### config.mk
export PLATFORM = sky130hd
export DESIGN_NAME = wiper_adjust
export DESIGN_NICKNAME = d
export VERILOG_FILES = /design/src/rtl/wiper_adjust.sv
export SDC_FILE = /design/constraint.sdc
export NUM_CORES = 1
export LEC_CHECK = 0
export BUFFER_PORTS_ARGS = -buffer_cell sky130_fd_sc_hd__buf_4
export CAP_MARGIN = 25
export CORE_MARGIN = 1.5
export CORE_UTILIZATION = 35
export DETAILED_ROUTE_END_ITERATION = 16
export MAX_ROUTING_LAYER = met4
export PLACE_DENSITY = 0.66
export SETUP_SLACK_MARGIN = 0.05
export SLEW_MARGIN = 20
export SYNTH_ARGS = -nofsm -noshare
export SYNTH_HDL_FRONTEND = slang
export SYNTH_SLANG_ARGS = --single-unit
### constraint.sdc
create_clock -name clk -period 7.9 [get_ports clk]
set_clock_uncertainty 0.2 [all_clocks]
set_input_delay 1.58 -clock clk [delete_from_list [all_inputs] [get_ports clk]]
set_output_delay 1.58 -clock clk [all_outputs]
set_load 0.005 [all_outputs]
### src/rtl/wiper_adjust.sv
module wiper_adjust #(
  parameter int N = 4,
  parameter int W = 6
) (
  input  logic           clk,
  input  logic           rst_n,
  input  logic           strobe,
  input  logic           fresh,
  input  logic [3:0]     cmd,
  input  logic [3:0]     addr,
  input  logic [7:0]     data,
  input  logic           wp_n,
  input  logic [N-1:0]   nv_load,
  input  logic [N*W-1:0] nv_val,
  output logic [N*W-1:0] wiper
);
  localparam logic [W-1:0] ONES = {W{1'b1}};
  localparam logic [W-1:0] MID  = {1'b1, {(W-1){1'b0}}};
  localparam logic [W-1:0] ZERO = '0;

  logic       rep_v;
  logic [3:0] rep_cmd, rep_addr;
  logic [3:0] ecmd, eaddr;
  logic       is_adj, is_wr, go;

  assign ecmd   = fresh ? cmd : (rep_v ? rep_cmd : 4'd0);
  assign eaddr  = fresh ? addr : rep_addr;
  assign is_adj = ecmd[2];
  assign is_wr  = (ecmd == 4'd11);
  assign go     = strobe && wp_n;

  always_ff @(posedge clk) begin
    if (!rst_n) begin
      rep_v    <= 1'b0;
      rep_cmd  <= 4'd0;
      rep_addr <= 4'd0;
    end else if (strobe && fresh) begin
      rep_v    <= cmd[2];
      rep_cmd  <= cmd;
      rep_addr <= addr;
    end
  end

  generate
    if (W < 8) begin : g_unused
      logic unused_hi;
      assign unused_hi = ^data[7:W];
    end
  endgenerate

  genvar i;
  generate
    for (i = 0; i < N; i++) begin : g_ch
      localparam logic [3:0] IDX = 4'(i);
      logic [W-1:0] q, nxt;
      logic         hit, sel;

      assign hit = (eaddr == IDX);
      assign sel = go && (is_wr ? hit : (is_adj && (ecmd[0] || hit)));

      always_comb begin
        if (is_wr) nxt = data[W-1:0];
        else begin
          case ({ecmd[3], ecmd[1]})
            2'b11:   nxt = (q == ONES) ? q : q + 1'b1;
            2'b01:   nxt = (q == ZERO) ? q : q - 1'b1;
            2'b10:   nxt = {q[W-2:0], 1'b1};
            default: nxt = {1'b0, q[W-1:1]};
          endcase
        end
      end

      always_ff @(posedge clk) begin
        if (!rst_n)          q <= MID;
        else if (nv_load[i]) q <= nv_val[i*W +: W];
        else if (sel)        q <= nxt;
      end

      assign wiper[i*W +: W] = q;
    end
  endgenerate
endmodule

Yosys cells after proc, flatten, opt, wreduce, memory -nomap -nowiden
Index checks and enable logic that the tools add are counted.
{ "op_classes": {"add_sub_neg": 8, "multipliers": 0, "n_div": 0, "order_cmp": 0, "n_eq_ne": 19, "shift": 0, "mux": 31, "n_bitwise": 0, "reduce_logical": 27} }
{ "op_table": {"columns": ["op", "n"], "rows": [
  ["6-bit 2-to-1 mux", 20],
  ["6-bit case mux with 3 select lines", 4],
  ["4-bit inequality test, second input constant", 8],
  ["6-bit by 1-bit adder with 6-bit output, second input constant", 4],
  ["6-bit equality test, second input constant", 4],
  ["6-bit zero test", 4],
  ["6-bit by 1-bit subtractor with 6-bit output, second input constant", 4],
  ["4-bit 2-to-1 mux", 3],
  ["3-bit AND reduction", 4],
  ["1-bit logical AND", 10],
  ["4-bit by 2-bit equality test with 1-bit output, second input constant", 2],
  ["2-bit nonzero test", 4],
  ["2-bit equality test, second input constant", 2],
  ["4-bit by 1-bit equality test with 1-bit output, second input constant", 1],
  ["4-bit equality test, second input constant", 1],
  ["4-bit zero test", 1],
  ["1-bit logical OR", 4],
  ["1-bit 2-to-1 mux", 4],
  ["2-bit by 1-bit equality test with 1-bit output, second input constant", 1]
]} }
{ "totals": {"regBits": 33, "latchBits": 0, "ram_bits": 0, "mem_bits_ro": 0, "output_inout_bits": 24, "n_memories": 0} }

Depth between registers and ports, before layout
Gate-level depths: netlist (run 1).
{ "depth": {"ltp_word": 8, "ltp_mapped": 13, "mapped_depth_nobuf": 10} }

Least setup slack after synthesis (run 1)
OpenSTA, ideal clock, no wires.
{ "synth_path": {"path_type": "in2reg", "from": "input cmd[1]", "to": "register g_ch[3].q[2]", "t_arrival_ps": 3694, "path_slack_ps": 3878, "cell_stages": 12, "n_path_buf": 3, "cell_sequence": "buf_2 and3b_1 buf_6 nor2_8 buf_6 xnor2_1 ha_1 or4_1 a311oi_1 nor3_1 nor4_1 a211oi_1"} }
{ "synth_between": {"elab_chain_cells": 6, "elab_cells_between_ends": 15} }
{ "synth_rtl": {"columns": ["item", "line", "rtl"], "rows": [
  ["start, declared", "9", "input logic [3:0] cmd,"],
  ["4-bit 2-to-1 mux (*)", "26", "assign ecmd = fresh ? cmd : (rep_v ? rep_cmd : 4'd0);"],
  ["2-bit equality test, or another cell as far along", "64", "case ({ecmd[3], ecmd[1]})"],
  ["6-bit case mux with 3 select lines or 1-bit 2-to-1 mux (tied branches)", "64, 59", null],
  ["6-bit 2-to-1 mux or 1-bit logical AND (tied branches)", "62, 59", null],
  ["6-bit 2-to-1 mux or 2-bit nonzero test (tied branches)", null, null],
  ["6-bit 2-to-1 mux or 3-bit AND reduction (tied branches)", null, null],
  ["end signal, assigned", "75", "else if (nv_load[i]) q <= nv_val[i*W +: W];"],
  ["end signal, assigned", "76", "else if (sel) q <= nxt;"],
  ["end, declared", "55", "logic [W-1:0] q, nxt;"]
]} }
Mark *: on every way between the ends. The rest lies on a longest branch, timed or not. The select of a mux whose other input is x is not followed.
A chain may end at the register's enable or synchronous reset.

Worst setup path in the final report (run 1)
{ "layout_path": {"from": "input fresh", "to": "register g_ch[0].q[5]"} }
{ "layout_between": {"elab_chain_cells": 8, "elab_cells_between_ends": 19} }
{ "layout_rtl": {"columns": ["item", "line", "rtl"], "rows": [
  ["start, declared", "8", "input logic fresh,"],
  ["4-bit 2-to-1 mux", "27", "assign eaddr = fresh ? addr : rep_addr;"],
  ["4-bit zero test", "58", "assign hit = (eaddr == IDX);"],
  ["1-bit logical OR", "59", "assign sel = go && (is_wr ? hit : (is_adj && (ecmd[0] || hit)));"],
  ["1-bit logical AND", "59", null],
  ["1-bit 2-to-1 mux", "59", null],
  ["1-bit logical AND", "59", null],
  ["2-bit nonzero test (no line)", null, null],
  ["3-bit AND reduction (no line)", null, null],
  ["end signal, assigned", "75", null],
  ["end signal, assigned", "76", null],
  ["end, declared", "55", null]
]} }
Several ways; a longest one is shown, not always the timed one. The select of a mux whose other input is x is not followed.

==> results of run 1 <==
-- per-layer routing --
metal | part of all wire, % | track usage, % | vias up
met1 | 44 | 28.73 | 1893
li1 | - | - | 1882
met3 | 6.8 | 2.994 | 29
met2 | 47 | 33.75 | 197
met4 | 3.0 | 9.980 | 0
met5 | 0 | - | -
-- cell usage in the layout, fill, tap and decap left out, types with 4 or more instances in the layout --
cell,synthesis,layout
a211oi_1,11,11
a21oi_1,26,26
a311oi_1,4,4
a31oi_1,9,9
a41o_1,5,5
and3_1,7,7
buf_4,4,71
clkbuf_8,0,6
dfxtp_1,32,32
ha_1,8,8
inv_1,5,5
mux2i_1,10,10
nand2_1,43,43
nand2b_1,4,4
nand3_1,32,32
nand3b_1,4,4
nand4_1,5,5
nor2_1,31,31
nor2b_1,5,5
nor3_1,19,19
o211ai_1,6,6
o21a_1,4,4
o21ai_0,28,28
o21ai_1,5,5
o22ai_1,5,5
o32ai_1,4,4
or3_1,4,4
xnor2_1,16,16
-- power groups by stage --
stage / combinational, mW / clock, mW / sequential [mW]
after floorplan: 0.121 / 0 / 0.186
final: 0.162 / 0.140 / 0.199
after global routing: 0.177 / 0.150 / 0.202
after CTS: 0.160 / 0.144 / 0.198
after global placement: 0.156 / 0 / 0.201
after detailed placement: 0.159 / 0 / 0.202
-- path summary, 6_finish.rpt --
check	to	cells past startpoint	start
worst min register to register	rep_addr[1]$_SDFFE_PN0P_	2	rep_addr[1]$_SDFFE_PN0P_
worst max register to register	g_ch[0].q[5]$_SDFFE_PN1P_	10	rep_cmd[2]$_SDFFE_PN0P_
worst min-delay path	rep_addr[1]$_SDFFE_PN0P_	2	rep_addr[1]$_SDFFE_PN0P_
worst max-delay path	g_ch[0].q[5]$_SDFFE_PN1P_	11	fresh
-- through the flow --
step	area, µm²	hold slack, ps
final	4169	277.0
after global routing	4169	304.2
after CTS	4169	273.9
after detailed placement	4076	263.4
after global placement	4076	245.5
after floorplan	3643	236.4
-- worst register-to-register path: stages, from the launching register on --
cell       delay [ps]
dfxtp_1           560
and4bb_4          390
nor2_8            100
inv_2             270
ha_1              340
o31a_1            130
a2111oi_2         340
a31oi_1            90
xor2_1            170
o211a_1           220
o311ai_2          240
-- state kept, by name, summed over array words and instances, names as in the netlist --
signal / flops
g_ch.q: 24
rep_cmd: 4
rep_addr: 4
-- cells by family after synthesis --
family	count (synthesis)	synth area share, %
compound gates	163	35.23
xor+xnor	17	4.086
fa+ha+maj	8	2.747
buf+inv	51	8.036
flops	32	17.58
mux	11	3.056
simple gates	187	29.26
-- final cells by class --
class                   count  area (µm²)  area share [%]
multi-input cells         386        2710           65.01
clock inverters             2       10.01          0.2401
well taps                 136       170.2           4.082
clock buffers               6       82.58           1.981
flip-flops and latches     32       640.6           15.37
repair buffers             71       533.0           12.79
inverters                   6       22.52          0.5402
==> summary.txt, run 1 <==
startpoint type of the worst setup path: input pin
drt drc: 0
final core occ: 40.75%
cells along the critical path: buf_4 > and3b_1 > nor2_8 > inv_2 > ha_1 > o31a_1 > a2111oi_2 > a31oi_1 > xor2_1 > o211a_1 > o311ai_2
row count: 37
GRT Residual Overflow: 0
clock period minus worst slack: 4362 ps
first-pass GRT wire length: 18,950 µm
Final ANT Viol Nets: 0
pre-CTS setup slack: 3284 ps
Hold Vio Cnt, Final: 0
CTS tree: done
Netlist cell types: 94
Max Cap Viol: 0
Syn Std Cell Area: 0.003643 mm²
Reg clk slew, reported paths: 80 ps
Commonest cells post-synth: 43 x nand2_1, 32 x dfxtp_1, 32 x nand3_1
Antenna diodes: 0
Hold WC Path Type: register to register
filler cell count: 1,037
number of global-route vias before repair: 3,613
Synth top area share: 17.58%
CP Capture Type: register
maximum net fanout on the critical path: 35
clock share of power: 28.0%
Final Max Tran Viols: 0
GPL Wtd Cong: 0.8830
Sw Share: 36.66%
Initial Util: 35.61%
Combinational Power Share: 32.3%
area leader, netlist: dfxtp_1
core area: 0.01023 mm²
Worst slew margin: 36.45%
die area: 0.01103 mm²
Slew @ Worst Pin: 945.2 ps
Main synth FF type: dfxtp_1
critical path class: input pin to register
count leader, synth: nand2_1
Cell Int Power: 0.3170 mW
Total Wirelength: 11,930 µm
# port buffers: 70
RSZ-0062 raised after global routing: false
number of antenna violations at the first check in global routing: 0
syn_nets: 526
CTS Buf Count: 5
Root Driver: clkbuf_8
initial drt markers: 306
Mean Syn Cell Area: 7.769 µm²
pwr dens: 120.1 mW/mm²
H-Tree Level Count: 2
Post-Synthesis Cells: 469
total track usage: 22.03%
die width: 105.0 µm
Synth Warn #: 0
final setup margin: 3538 ps
final net count: 559
die outline height: 105.0 µm
Area contributors post-synth: dfxtp_1 18%, nand2_1 4.4%, nand3_1 4.4%
reg2reg setup slack: 4750 ps
Post-CTS Setup Inserts: 0
run status: completed
CTS Buffer Depth: 2
Final Power: 0.5005 mW
drt pass-1 iters: 5
final setup fails: 0
WL per Instance: 18.67 µm
Area growth syn-to-layout: 14.42%
CP max stage cell: and3b_1
Avg Vias per Cell: 6.261
post-DP HPWL: 8450 µm
Top-Level Pins: 73
VDD IR max: 0.04952 mV
Synth Register Bits: 32
Crit path required time: 7910 ps
part of the Yosys area used for sequential elements: 17.58%
WP data arrival: 4370 ps
Setup TNS Final: 0 ps
fin crit share: 55.22%
share of flip-flops with an asynchronous set or reset after synthesis: 0%
Buf/Inv on CP: 2
largest delay contributor family on the critical path: compound AO/OA/AOI/OAI gates
Layout Cells excl Fill: 639
Flop pwr share: 39.7%
post_cts resized: 0
hold-fix buffers at CTS: 0
Vias: 4,001
Switch Pwr: 0.1835 mW
Peak Freq: 0.2292 GHz
Placed Cells: 631
Leak Pwr: 1.625 nW
largest net degree at the start of global routing: 36
clock sink count: 32
share of layout cells above drive strength 1: 23.66%
Skew-Pair Late Insertion Delay: 300 ps
Post-synth EDFFs: 0
Largest stage delay, worst path: 500 ps
Note: power is estimated with default switching activity, not from simulation.
==> run 2, diff against run 1 <==
Settings changed: PLACE_DENSITY 0.66 to 0.68.
Clock period 7.9 ns to 3.6 ns, I/O delays scaled along.
==> run 2 against run 1 <==
  * Final cell count is 2.2% higher
  * Routed wire length up 1.5%
  * Die area is the same
  * Total power is 120% higher
  * Setup slack worse by 3100 ps
  * Hold slack got worse by 9.4 ps
  * Combinational power rose by 130%
  * Count of clock-buffer cells in the layout grew 2
  * Non-clock buffer count rose by 14
  * Critical endpoint unchanged
  * Highest routed layer unchanged
==> summary.txt, run 2 (same netlist as run 1, synthesis figures left out) <==
CP max stage cell: a2111oi_2 (was and3b_1)
Avg Vias per Cell: 6.256 (was 6.261)
core area: 0.01023 mm² (unchanged)
WL per Instance: 18.53 µm (was 18.67 µm)
Biggest register: g_ch.q (unchanged)
Leak Pwr: 1.688 nW (was 1.625 nW)
Crit Reg-Reg Startpoint: rep_cmd[2]$_SDFFE_PN0P_ (unchanged)
critical path class: input pin to register (unchanged)
cells along the critical path: buf_4 > and4bb_4 > nor2_8 > inv_2 > ha_1 > o31a_1 > a2111oi_2 > a31oi_1 > xor2_1 > o211a_1 > o311ai_2 (was buf_4 > and3b_1 > nor2_8 > inv_2 > ha_1 > o31a_1 > a2111oi_2 > a31oi_1 > xor2_1 > o211a_1 > o311ai_2)
Critical Path End: g_ch[0].q[5]$_SDFFE_PN1P_ (unchanged)
drt pass-1 iters: 4 (was 5)
WP data arrival: 3180 ps (was 4370 ps)
die width: 105.0 µm (unchanged)
pre-CTS setup slack: 150.8 ps (was 3284 ps)
Initial Util: 35.61% (unchanged)
met1 Use GR: 28.29% (was 28.73%)
Buf/Inv on CP: 2 (unchanged)
clock period minus worst slack: 3180 ps
largest delay contributor family on the critical path: compound AO/OA/AOI/OAI gates (unchanged)
pwr dens: 261.2 mW/mm² (was 120.1 mW/mm²)
Final ANT Viol Nets: 0 (unchanged)
commonest non-fill, non-tap cell in the layout: buf_4 (unchanged)
CTS Buffer Depth: 2 (unchanged)
# port buffers: 70 (unchanged)
maximum net fanout on the critical path: 12 (was 35)
drt drc: 0 (unchanged)
number of global-route vias before repair: 3,771 (was 3,613)
initial drt markers: 200 (was 306)
post-DP HPWL: 8745 µm (was 8450 µm)
RSZ-0062 raised after global routing: false (unchanged)
Post-DP Area: 0.004182 mm² (was 0.004076 mm²)
Hold Vio Cnt, Final: 0 (unchanged)
GR Layer Usage met2: 35.81% (was 33.75%)
Peak Freq: 0.3145 GHz
Final Power: 1.116 mW (was 0.5005 mW)
VDD IR max: 0.1389 mV (was 0.04952 mV)
die area: 0.01103 mm² (unchanged)
Post-CTS Setup Inserts: 0 (unchanged)
startpoint type of the worst setup path: input pin (unchanged)
reg2reg setup slack: 510 ps (was 4750 ps)
fin crit share: 88.33%
Antenna diodes: 0 (unchanged)
Slew @ Worst Pin: 895.5 ps (was 945.2 ps)
final setup margin: 419.9 ps (was 3538 ps)
total track usage: 22.39% (was 22.03%)
filler cell count: 1,039 (was 1,037)
Largest stage delay, worst path: 330 ps (was 500 ps)
GPL Wtd Cong: 0.9017 (was 0.8830)
max reg flops: 24 (unchanged)
Skew-Pair Late Insertion Delay: 300 ps (about the same)
most frequent cells in the layout: 85 x buf_4, 43 x nand2_1, 32 x nand3_1, 32 x dfxtp_1, 31 x nor2_1 (was 71 x buf_4, 43 x nand2_1, 32 x nand3_1, 32 x dfxtp_1, 31 x nor2_1)
clock sink count: 32 (unchanged)
Top-Level Pins: 73 (unchanged)
hold-fix buffers at CTS: 0 (unchanged)
CP Capture Type: register (unchanged)
GRT Residual Overflow: 0 (unchanged)
share of layout cells above drive strength 1: 25.34% (was 23.66%)
Setup TNS Final: 0 ps (unchanged)
CTS tree: done (unchanged)
Critical Path Start: fresh (unchanged)
Max Cap Viol: 0 (unchanged)
post_cts resized: 0 (unchanged)
largest net degree at the start of global routing: 35 (was 36)
Vias: 4,085 (was 4,001)
H-Tree Level Count: 2 (unchanged)
final net count: 573 (was 559)
run status: completed (unchanged)
fin area: 0.004272 mm² (was 0.004169 mm²)
grt met3 use: 2.807% (was 2.994%)
Most Used Layer, Global Route: met2 (unchanged)
Reg clk slew, reported paths: 80 ps (about the same)
Crit path required time: 3600 ps (was 7910 ps)
Hold WC Path Type: register to register (unchanged)
Root Driver: clkbuf_8 (unchanged)
number of antenna violations at the first check in global routing: 0 (unchanged)
row count: 37 (unchanged)
Worst R2R Path Depth: 10 (unchanged)
CTS Buf Count: 5 (unchanged)
Final Max Tran Viols: 0 (unchanged)
Crit. path cell count: 11 (unchanged)
Area growth syn-to-layout: 17.24% (was 14.42%)
Top Registers: g_ch.q (24), rep_addr (4), rep_cmd (4) (unchanged)
R2R Path End: g_ch[0].q[5]$_SDFFE_PN1P_ (unchanged)
final setup fails: 0 (unchanged)
Worst slew margin: 39.79% (was 36.45%)
Total Wirelength: 12,100 µm (was 11,930 µm)
die outline height: 105.0 µm (unchanged)
first-pass GRT wire length: 19,350 µm (was 18,950 µm)
run 2: worst min-delay path, delay by kind of cell (launching register included):
| kind | cells | cell delay [ps] |
|---|---|---|
| AO/OA/AOI/OAI | 1 | 50 |
| AND/OR/NAND/NOR | 1 | 50 |
| flip-flops | 1 | 320 |
run 2: per-stage QoR:
stage,cells,hold slack (ps),util [%]
floorplan,469,236.4,-
global placement,645,247.7,40.87
detailed placement,645,251.7,40.87
CTS,653,264.6,41.75
global route,653,299.7,41.75
finish,653,267.5,41.75
run 2: metal layers:
metal / part of all wire (%) / routed length, µm / vias up
li1: - / - / 1891
met2: 47 / 5715 / 196
met4: 3.4 / 414 / 0
met1: 42 / 5085 / 1961
met3: 7.3 / 884 / 37
met5: 0 / 0 / -
run 2: cell type report:
cell class,count,area [µm²],share of cell area [%]
Multi-Input combinational cell,386,2710,63.44
Sequential cell,32,640.6,15.00
Timing Repair Buffer,85,638.1,14.94
Tap cell,136,170.2,3.984
Clock buffer,8,90.09,2.109
Inverter,6,22.52,0.5272
run 2: how the worst min path moves through the flow:
| stage | from | end | slack, ps | cells after the start |
|---|---|---|---|---|
| after detailed placement | rep_cmd[0]$_SDFFE_PN0P_ | rep_cmd[0]$_SDFFE_PN0P_ | 250 | 2 |
| final | rep_cmd[0]$_SDFFE_PN0P_ | rep_cmd[0]$_SDFFE_PN0P_ | 270 | 2 |
| after floorplan | rep_cmd[0]$_SDFFE_PN0P_ | rep_cmd[0]$_SDFFE_PN0P_ | 240 | 2 |
| after CTS | rep_cmd[0]$_SDFFE_PN0P_ | rep_cmd[0]$_SDFFE_PN0P_ | 260 | 2 |
| after global routing | rep_cmd[0]$_SDFFE_PN0P_ | rep_cmd[0]$_SDFFE_PN0P_ | 300 | 2 |
| after global placement | rep_cmd[0]$_SDFFE_PN0P_ | rep_cmd[0]$_SDFFE_PN0P_ | 250 | 2 |
run 2: power by group:
part           total, mW  switching, mW  internal, mW
combinational      0.365          0.190         0.176
clock              0.314          0.157         0.157
sequential         0.437         0.0598         0.377
total               1.12          0.407         0.709
